<file path="src/rtl/cct_pkg.sv">
package cct_pkg;

   localparam int ADDR_W = 4;
   localparam int MAX_CH = 4;

   typedef enum logic [1:0] {
      MODE_NORMAL = 2'd0,
      MODE_FREQ   = 2'd1,
      MODE_SSPWM  = 2'd2,
      MODE_DSPWM  = 2'd3
   } tc_mode_e;

   localparam logic [ADDR_W-1:0] A_CTRL    = 4'h0;
   localparam logic [ADDR_W-1:0] A_PER     = 4'h1;
   localparam logic [ADDR_W-1:0] A_FLAG    = 4'h2;
   localparam logic [ADDR_W-1:0] A_CNT     = 4'h3;
   localparam logic [ADDR_W-1:0] A_CH_BASE = 4'h8;

   localparam int CTRL_CAP_LSB = 4;
   localparam int CTRL_OE_LSB  = 8;
   localparam int FLAG_OVF_BIT = 0;
   localparam int FLAG_CMP_LSB = 4;
   localparam int FLAG_CAP_LSB = 8;

endpackage

</file>
<file path="src/rtl/cct_counter.sv">
module cct_counter
   import cct_pkg::*;
#(
   parameter int CNT_W = 16
) (
   input  logic             clk,
   input  logic             rst_n,
   input  logic             step,
   input  logic             load,
   input  logic [CNT_W-1:0] load_val,
   input  logic [CNT_W-1:0] top_val,
   input  tc_mode_e         mode,
   output logic [CNT_W-1:0] count,
   output logic             down,
   output logic             at_bottom,
   output logic             at_top,
   output logic             at_max,
   output logic             update
);

   localparam logic [CNT_W-1:0] ONE  = CNT_W'(1);
   localparam logic [CNT_W-1:0] ALL1 = '1;

   logic [CNT_W-1:0] cnt_q;
   logic             down_q;

   always_ff @(posedge clk or negedge rst_n) begin
      if (!rst_n) begin
         cnt_q  <= '0;
         down_q <= 1'b0;
      end else if (load) begin
         cnt_q  <= load_val;
         down_q <= 1'b0;
      end else if (step) begin
         if (mode == MODE_DSPWM) begin
            if (!down_q) begin
               if (cnt_q >= top_val) begin
                  if (top_val == '0) begin
                     cnt_q <= '0;
                  end else begin
                     cnt_q  <= cnt_q - ONE;
                     down_q <= 1'b1;
                  end
               end else begin
                  cnt_q <= cnt_q + ONE;
               end
            end else begin
               if (cnt_q == '0) begin
                  down_q <= 1'b0;
                  cnt_q  <= (top_val == '0) ? '0 : ONE;
               end else begin
                  cnt_q <= cnt_q - ONE;
               end
            end
         end else begin
            cnt_q <= (cnt_q == top_val) ? '0 : cnt_q + ONE;
         end
      end
   end

   assign count     = cnt_q;
   assign down      = down_q;
   assign at_bottom = (cnt_q == '0);
   assign at_top    = (cnt_q == top_val);
   assign at_max    = (cnt_q == ALL1);
   assign update    = (mode == MODE_DSPWM) ? at_bottom : at_top;

endmodule

</file>
<file path="src/rtl/cct_regs.sv">
module cct_regs
   import cct_pkg::*;
#(
   parameter int CNT_W  = 16,
   parameter int NUM_CH = 4
) (
   input  logic              clk,
   input  logic              rst_n,
   input  logic              wr_en,
   input  logic [ADDR_W-1:0] wr_addr,
   input  logic [CNT_W-1:0]  wr_data,
   input  logic              upd_evt,
   output tc_mode_e          mode,
   output logic [NUM_CH-1:0] cap_sel,
   output logic [NUM_CH-1:0] oe,
   output logic [CNT_W-1:0]  per_active,
   output logic              ovf,
   output logic              load,
   output logic [NUM_CH-1:0] clr_cmp,
   output logic [NUM_CH-1:0] clr_cap
);

   tc_mode_e          mode_q;
   logic [NUM_CH-1:0] cap_sel_q;
   logic [NUM_CH-1:0] oe_q;
   logic [CNT_W-1:0]  per_buf_q;
   logic [CNT_W-1:0]  per_act_q;
   logic              ovf_q;

   logic wr_ctrl, wr_per, wr_flag;

   assign wr_ctrl = wr_en && (wr_addr == A_CTRL);
   assign wr_per  = wr_en && (wr_addr == A_PER);
   assign wr_flag = wr_en && (wr_addr == A_FLAG);
   assign load    = wr_en && (wr_addr == A_CNT);

   always_ff @(posedge clk or negedge rst_n) begin
      if (!rst_n) begin
         mode_q    <= MODE_NORMAL;
         cap_sel_q <= '0;
         oe_q      <= '0;
      end else if (wr_ctrl) begin
         mode_q    <= tc_mode_e'(wr_data[1:0]);
         cap_sel_q <= wr_data[CTRL_CAP_LSB +: NUM_CH];
         oe_q      <= wr_data[CTRL_OE_LSB +: NUM_CH];
      end
   end

   always_ff @(posedge clk or negedge rst_n) begin
      if (!rst_n) begin
         per_buf_q <= '0;
         per_act_q <= '0;
      end else begin
         if (wr_per) per_buf_q <= wr_data;
         if (upd_evt) per_act_q <= per_buf_q;
      end
   end

   always_ff @(posedge clk or negedge rst_n) begin
      if (!rst_n) begin
         ovf_q <= 1'b0;
      end else if (upd_evt) begin
         ovf_q <= 1'b1;
      end else if (wr_flag && wr_data[FLAG_OVF_BIT]) begin
         ovf_q <= 1'b0;
      end
   end

   assign clr_cmp    = wr_flag ? wr_data[FLAG_CMP_LSB +: NUM_CH] : '0;
   assign clr_cap    = wr_flag ? wr_data[FLAG_CAP_LSB +: NUM_CH] : '0;
   assign mode       = mode_q;
   assign cap_sel    = cap_sel_q;
   assign oe         = oe_q;
   assign per_active = per_act_q;
   assign ovf        = ovf_q;

endmodule

</file>
<file path="src/rtl/cct_channel.sv">
module cct_channel
   import cct_pkg::*;
#(
   parameter int CNT_W = 16
) (
   input  logic             clk,
   input  logic             rst_n,
   input  logic             step,
   input  logic             upd_evt,
   input  logic             wr_buf,
   input  logic [CNT_W-1:0] wr_data,
   input  logic             clr_cmp,
   input  logic             clr_cap,
   input  logic [CNT_W-1:0] count,
   input  logic             down,
   input  tc_mode_e         mode,
   input  logic             cap_sel,
   input  logic             oe,
   input  logic             strobe,
   output logic [CNT_W-1:0] ccr,
   output logic             cmp_flag,
   output logic             cap_flag,
   output logic             wave
);

   logic [CNT_W-1:0] buf_q;
   logic [CNT_W-1:0] ccr_q;
   logic             cmp_q, cap_q, wave_q;
   logic             eq, match, grab;

   assign eq    = (count == ccr_q);
   assign match = step && !cap_sel && eq;
   assign grab  = cap_sel && strobe;

   always_ff @(posedge clk or negedge rst_n) begin
      if (!rst_n) begin
         buf_q <= '0;
         ccr_q <= '0;
      end else begin
         if (wr_buf) buf_q <= wr_data;
         if (grab) begin
            ccr_q <= count;
         end else if (upd_evt && !cap_sel) begin
            ccr_q <= buf_q;
         end
      end
   end

   always_ff @(posedge clk or negedge rst_n) begin
      if (!rst_n) begin
         cmp_q <= 1'b0;
         cap_q <= 1'b0;
      end else begin
         if (match)        cmp_q <= 1'b1;
         else if (clr_cmp) cmp_q <= 1'b0;
         if (grab)         cap_q <= 1'b1;
         else if (clr_cap) cap_q <= 1'b0;
      end
   end

   always_ff @(posedge clk or negedge rst_n) begin
      if (!rst_n) begin
         wave_q <= 1'b0;
      end else if (cap_sel) begin
         wave_q <= 1'b0;
      end else if (oe && step) begin
         unique case (mode)
            MODE_NORMAL, MODE_FREQ: begin
               if (eq) wave_q <= ~wave_q;
            end
            MODE_SSPWM: begin
               if (eq)               wave_q <= 1'b0;
               else if (count == '0) wave_q <= 1'b1;
            end
            MODE_DSPWM: begin
               if (eq) wave_q <= down;
            end
            default: wave_q <= wave_q;
         endcase
      end
   end

   assign ccr      = ccr_q;
   assign cmp_flag = cmp_q;
   assign cap_flag = cap_q;
   assign wave     = wave_q & oe & ~cap_sel;

endmodule

</file>
<file path="src/rtl/cc_timer.sv">
module cc_timer
   import cct_pkg::*;
#(
   parameter int CNT_W  = 16,
   parameter int NUM_CH = 4
) (
   input  logic              clk,
   input  logic              rst_n,
   input  logic              tick,
   input  logic              wr_en,
   input  logic [3:0]        wr_addr,
   input  logic [CNT_W-1:0]  wr_data,
   input  logic [3:0]        rd_addr,
   output logic [CNT_W-1:0]  rd_data,
   input  logic [NUM_CH-1:0] cap_strobe,
   output logic [CNT_W-1:0]  count_o,
   output logic              bottom_o,
   output logic              top_o,
   output logic              max_o,
   output logic              update_o,
   output logic              ovf_o,
   output logic [NUM_CH-1:0] cmp_flag_o,
   output logic [NUM_CH-1:0] cap_flag_o,
   output logic [NUM_CH-1:0] wave_o
);

   localparam int CTRL_USED = CTRL_OE_LSB + NUM_CH;

   if (NUM_CH != 2 && NUM_CH != MAX_CH) begin : g_bad_ch
      $error("cc_timer: NUM_CH must be 2 or 4");
   end
   if (CNT_W < FLAG_CAP_LSB + MAX_CH) begin : g_bad_w
      $error("cc_timer: CNT_W too narrow for control and flag words");
   end

   tc_mode_e                     mode_w;
   logic [NUM_CH-1:0]            cap_sel_w, oe_w, clr_cmp_w, clr_cap_w;
   logic [CNT_W-1:0]             per_act;
   logic                         cnt_load, ovf_w;
   logic [CNT_W-1:0]             top_val;
   logic                         cnt_down, update_w;
   logic                         step, upd_evt;
   logic [NUM_CH-1:0][CNT_W-1:0] ccr_w;

   assign step    = tick && !cnt_load;
   assign upd_evt = step && update_w;
   assign top_val = (mode_w == MODE_FREQ) ? ccr_w[0] : per_act;

   cct_regs #(.CNT_W(CNT_W), .NUM_CH(NUM_CH)) u_regs (
      .clk        (clk),
      .rst_n      (rst_n),
      .wr_en      (wr_en),
      .wr_addr    (wr_addr),
      .wr_data    (wr_data),
      .upd_evt    (upd_evt),
      .mode       (mode_w),
      .cap_sel    (cap_sel_w),
      .oe         (oe_w),
      .per_active (per_act),
      .ovf        (ovf_w),
      .load       (cnt_load),
      .clr_cmp    (clr_cmp_w),
      .clr_cap    (clr_cap_w)
   );

   cct_counter #(.CNT_W(CNT_W)) u_cnt (
      .clk       (clk),
      .rst_n     (rst_n),
      .step      (step),
      .load      (cnt_load),
      .load_val  (wr_data),
      .top_val   (top_val),
      .mode      (mode_w),
      .count     (count_o),
      .down      (cnt_down),
      .at_bottom (bottom_o),
      .at_top    (top_o),
      .at_max    (max_o),
      .update    (update_w)
   );

   for (genvar i = 0; i < NUM_CH; i++) begin : g_ch
      logic wr_buf;
      assign wr_buf = wr_en && (wr_addr == A_CH_BASE + 4'(i));

      cct_channel #(.CNT_W(CNT_W)) u_ch (
         .clk      (clk),
         .rst_n    (rst_n),
         .step     (step),
         .upd_evt  (upd_evt),
         .wr_buf   (wr_buf),
         .wr_data  (wr_data),
         .clr_cmp  (clr_cmp_w[i]),
         .clr_cap  (clr_cap_w[i]),
         .count    (count_o),
         .down     (cnt_down),
         .mode     (mode_w),
         .cap_sel  (cap_sel_w[i]),
         .oe       (oe_w[i]),
         .strobe   (cap_strobe[i]),
         .ccr      (ccr_w[i]),
         .cmp_flag (cmp_flag_o[i]),
         .cap_flag (cap_flag_o[i]),
         .wave     (wave_o[i])
      );
   end

   always_comb begin
      rd_data = '0;
      unique case (rd_addr)
         A_CTRL: begin
            rd_data[1:0]                      = mode_w;
            rd_data[CTRL_CAP_LSB +: NUM_CH]   = cap_sel_w;
            rd_data[CTRL_OE_LSB +: NUM_CH]    = oe_w;
         end
         A_PER: rd_data = per_act;
         A_FLAG: begin
            rd_data[FLAG_OVF_BIT]             = ovf_w;
            rd_data[FLAG_CMP_LSB +: NUM_CH]   = cmp_flag_o;
            rd_data[FLAG_CAP_LSB +: NUM_CH]   = cap_flag_o;
         end
         A_CNT: rd_data = count_o;
         default: begin
            for (int i = 0; i < NUM_CH; i++) begin
               if (rd_addr == A_CH_BASE + 4'(i)) rd_data = ccr_w[i];
            end
         end
      endcase
   end

   assign update_o = update_w;
   assign ovf_o    = ovf_w;

   if (CTRL_USED > CNT_W) begin : g_bad_ctrl
      $error("cc_timer: control word does not fit");
   end

endmodule

</file>
<file path="config.mk">
export PLATFORM = sky130hd
export DESIGN_NAME = cc_timer
export DESIGN_NICKNAME = d
export VERILOG_FILES = /design/src/rtl/cct_pkg.sv /design/src/rtl/cct_counter.sv /design/src/rtl/cct_regs.sv /design/src/rtl/cct_channel.sv /design/src/rtl/cc_timer.sv
export SDC_FILE = /design/constraint.sdc
export NUM_CORES = 1
export LEC_CHECK = 0
export BUFFER_PORTS_ARGS = -buffer_cell sky130_fd_sc_hd__buf_2
export CORE_UTILIZATION = 50
export CTS_BUF_LIST = sky130_fd_sc_hd__clkbuf_8
export DETAILED_ROUTE_END_ITERATION = 7
export PLACE_DENSITY = 0.76
export SETUP_SLACK_MARGIN = 0.5
export SLEW_MARGIN = 20
export SYNTH_ARGS = -nofsm -noshare
export SYNTH_HDL_FRONTEND = slang
export SYNTH_SLANG_ARGS = --single-unit
</file>
<file path="constraint.sdc">
create_clock -name clk -period 4.55 [get_ports clk]
set_input_delay 0.2275 -clock clk [delete_from_list [all_inputs] [get_ports clk]]
set_output_delay 0.2275 -clock clk [all_outputs]
set_load 0.05 [all_outputs]
</file>
==> out/summary.md <==
Setup repair after global routing left no endpoint under its margin. The count of non-filler cells in the finished layout is 1442. The post-synthesis cell type with the largest combined area is sky130_fd_sc_hd__dfrtp_1. The number of synthesized register bits came out at 200. For this design the static power due to leakage is 5.57 nW. Summing over every cut layer, the via total after detailed routing is 9092. By area the synthesized netlist is led by sky130_fd_sc_hd__dfrtp_1 (43%), sky130_fd_sc_hd__mux2_2 (20%), sky130_fd_sc_hd__xnor2_1 (5.1%).

Proportion of netlist area held by the largest area contributor: 0.426. The detailed-routed wire length on met3 is 3200 um, and the placed standard-cell area is 12400 um2. In the synthesized netlist the dominant register cell turns out to be sky130_fd_sc_hd__dfrtp_1. Number of global-route vias before repair: 8929.

The worst hold path terminates at u_cnt.count[3]$_DFFE_PN0P_. The detailed router used layers up to and including met4. The area growth from synthesis to layout is 8.98%.

The clock latency on the worst-skew pair is 500 ps, and the count of routing violations after the opening detailed-route iteration is 906. The estimated wirelength of the detail-placed design was 25100 um. The tool flagged a number of max-cap violations equal to 0. The routed length per placed instance works out to 25.1 um. Share of cells above drive strength 1: 0.339.

Classification of the worst setup path: reg -> reg. The number of cells in the design after placement came out at 1409. For the pin with the worst max-slew slack, the measured transition is 1110 ps.

The end of the worst register-to-register path was u_cnt.count[5]$_DFFE_PN0P_. The number of pins exceeding their max-slew limit in the final report is 0, and the placement-stage worst setup slack is 689 ps. After clock tree synthesis, the clock-pin slew on the worst setup and hold paths is 100 ps.

The synthesized instance count was 1084; the overall die width was 155 um. For the setup total negative slack, the log shows 0 ps. In this run the cell area of the synthesized design comes to 11800 um2.

Port buffering added 80 buffers. The flow ran to the end, and the final reports show no timing, DRC or antenna violations. Data on the critical path arrives at its endpoint at 4240 ps. The run gives 4 as the H-tree depth. The routed design could run at a clock period as short as 3840 ps.

Setup violations remaining at the end of the flow were counted as 0. The number of antenna diodes in the final layout is 0. The post-synthesis sequential area ratio is 0.426, and the number of enable flip-flop cells after synthesis is 0. Total wirelength of the detailed-routed design: 36100 um.

Entering global routing, the biggest net connects 110 pins. Counting instances, the worst hold path has a depth of 3. The peak ir drop on the vdd network was 0.280 mV; the flop-to-flop setup slack was 710 ps. The core utilization of the finished layout is 0.561, and the placement row count is 55. Total power for the finished layout comes to 7.11 mW. Summed over all layers, the global routing overflow is 0.

In the routed design, unresolved DRC markers number 0. The launch point of the worst hold path is wr_data[3]. The count of cell types in the netlist was 63; the number of nets at the end of the flow was 1167.

The number of buffers created by CTS came out at 17. The headroom to the max-slew limit is 0.256. Dividing the synthesized area by the synthesized cell count gives 10.8 um2. Routability-driven placement finished with a final weighted congestion of 0.939. The run gives 16600 um as the wire length on met2. The die covers 24100 um2. Measured in cells, the most critical reg-to-reg path has a length of 11. The async set-reset flop share out of synthesis is 1.00. Wire length the detailed router placed on met1: 15400 um. The initial antenna violation count came out at 1.

In this run the critical register-to-register path is launched from u_regs.mode[1]$_DFFE_PN0P_. Power spread over the standard cell area amounts to 555 nW/um2. The region available for standard cell placement spans 22800 um2. The number of endpoints with negative hold slack in the final report is 0, and the vertical die dimension is 155 um. The most critical setup path has its startpoint at u_regs.mode[1]$_DFFE_PN0P_. The first detailed-routing pass ran for 5 iterations.

The final period utilization is 0.844, and the clock skew after layout is 23.1 ps. The cell sitting at the root of the clock tree is a sky130_fd_sc_hd__clkbuf_8. The first global-routing pass estimated 55600 um of wire.

When the netlist entered floorplanning its net count stood at 1135. The number of warnings issued by yosys is 0, and the number of nets with antenna violations after detailed routing is 0. Of all nets on the critical path, the largest fanout is 15. The min-delay analysis places its worst path in the category in -> reg.

Hold timing on the final database bottoms out at a slack of 84.8 ps. The I/O pin count is 81. The final non-filler cell area is 12800 um2, and the number of buffers between clock root and the deepest sink is 2. The tree built by TritonCTS fans out to 200 sinks. Data on the critical path is required at its endpoint by 4950 ps. TritonCTS built the clock tree. Dividing the detail-routed via count by the number of cells gives 6.31. Setup slack of the critical path after layout: 711 ps.

STA classifies the critical path startpoint as a flop. Total routing resource utilization after global routing: 0.314. Starting density of the core: 0.515. Derived from the worst setup path, the maximum achievable clock frequency is 260 MHz. STA classifies the critical path endpoint as a flop.
==> how the worst max path moves through the flow <==
stage	end	slack, ps	cells past startpoint
2_1_floorplan	g_ch[1].u_ch.ccr[10]$_DFFE_PN0P_	540	15
3_3_place_gp	g_ch[3].u_ch.ccr[13]$_DFFE_PN0P_	810	11
3_5_place_dp	g_ch[3].u_ch.ccr[13]$_DFFE_PN0P_	690	11
4_1_cts	g_ch[3].u_ch.ccr[14]$_DFFE_PN0P_	670	11
5_1_grt	g_ch[1].u_ch.ccr[15]$_DFFE_PN0P_	500	11
6_report	u_cnt.count[5]$_DFFE_PN0P_	710	11
==> power breakdown <==
group	leakage, nW	switching, mW	internal [mW]
logic	2.88	1.62	1.33
clock network	0.217	0.670	0.557
registers	2.47	0.638	2.29
total	5.57	2.93	4.18
==> synthesized netlist by cell type, drive strengths merged, types with 5 or more instances <==
master / number
mux2: 232
dfrtp: 200
nor2: 76
a21oi: 72
xnor2: 68
nand2: 64
clkbuf: 62
mux2i: 35
buf: 34
o21ai: 25
nand4: 24
ha: 19
nor3: 16
nor4: 12
a211oi: 11
inv: 10
mux4: 10
nor3b: 10
a31oi: 9
and3: 9
nand3: 9
o21a: 7
or2: 7
o211ai: 6
or3: 5
xor2: 5
==> flip-flops by register name, summed over array words and instances (netlist names), 16 cells and up <==
| name | count |
|---|---|
| g_ch.u_ch.buf_q | 64 |
| g_ch.u_ch.ccr | 64 |
| u_cnt.count | 16 |
| u_regs.per_active | 16 |
| u_regs.per_buf_q | 16 |
==> metal layers <==
metal / vias up / global-route usage
met1: 4587 / 0.436
met2: 469 / 0.484
met5: - / 0
met3: 72 / 0.0741
li1: 3964 / -
met4: 0 / 0.104
==> what timing repair did <==
item | CTS | global route
gates resized for setup | 0 | 4
setup buffers | 0 | 0
hold buffers | 1 | 0
setup endpoints to repair | 0 | 64
hold endpoints to repair | 108 | 0
==> logic make-up after synthesis <==
family / Yosys count / share of synthesized area
flops: 200 / 0.426
buf+inv: 107 / 0.0402
xor+xnor: 73 / 0.0544
fa+ha+maj: 19 / 0.0202
simple gates: 247 / 0.104
compound gates: 161 / 0.0848
mux: 277 / 0.271
==> placed cells by master (no fill, tap or decap), drive strengths merged, types with 4 or more instances in the layout <==
cell / instances
nand2: 64
a22o: 4
nor3: 16
clkinv: 4
xnor2: 68
o21a: 7
or2: 7
or3: 5
buf: 107
xor2: 5
nand4: 24
dfrtp: 200
nor2: 76
a21oi: 72
a211oi: 11
o21ai: 25
mux4: 10
mux2: 232
nor3b: 10
nor4: 12
and3: 9
o211ai: 6
mux2i: 35
a31oi: 9
inv: 15
nand3: 9
clkbuf: 22
ha: 19
==> worst max-delay path: stages, from the launching register on <==
cell,delay (ps)
sky130_fd_sc_hd__dfrtp_1,630
sky130_fd_sc_hd__nand2b_1,200
sky130_fd_sc_hd__buf_4,280
sky130_fd_sc_hd__mux2i_1,130
sky130_fd_sc_hd__ha_1,330
sky130_fd_sc_hd__nand4_1,230
sky130_fd_sc_hd__or3_1,430
sky130_fd_sc_hd__o32a_1,410
sky130_fd_sc_hd__a21oi_2,280
sky130_fd_sc_hd__nor2_1,240
sky130_fd_sc_hd__o221a_2,320
sky130_fd_sc_hd__o32ai_1,260
==> area by class of cell <==
type	count	area [um2]
well taps	313	392
clock buffers	21	289
clock inverters	11	135
fillers	2010	10000
repair buffers	109	642
multi-input cells	777	6310
flip-flops and latches	200	5000
inverters	11	41.3
(Power assumes the default switching activity.)
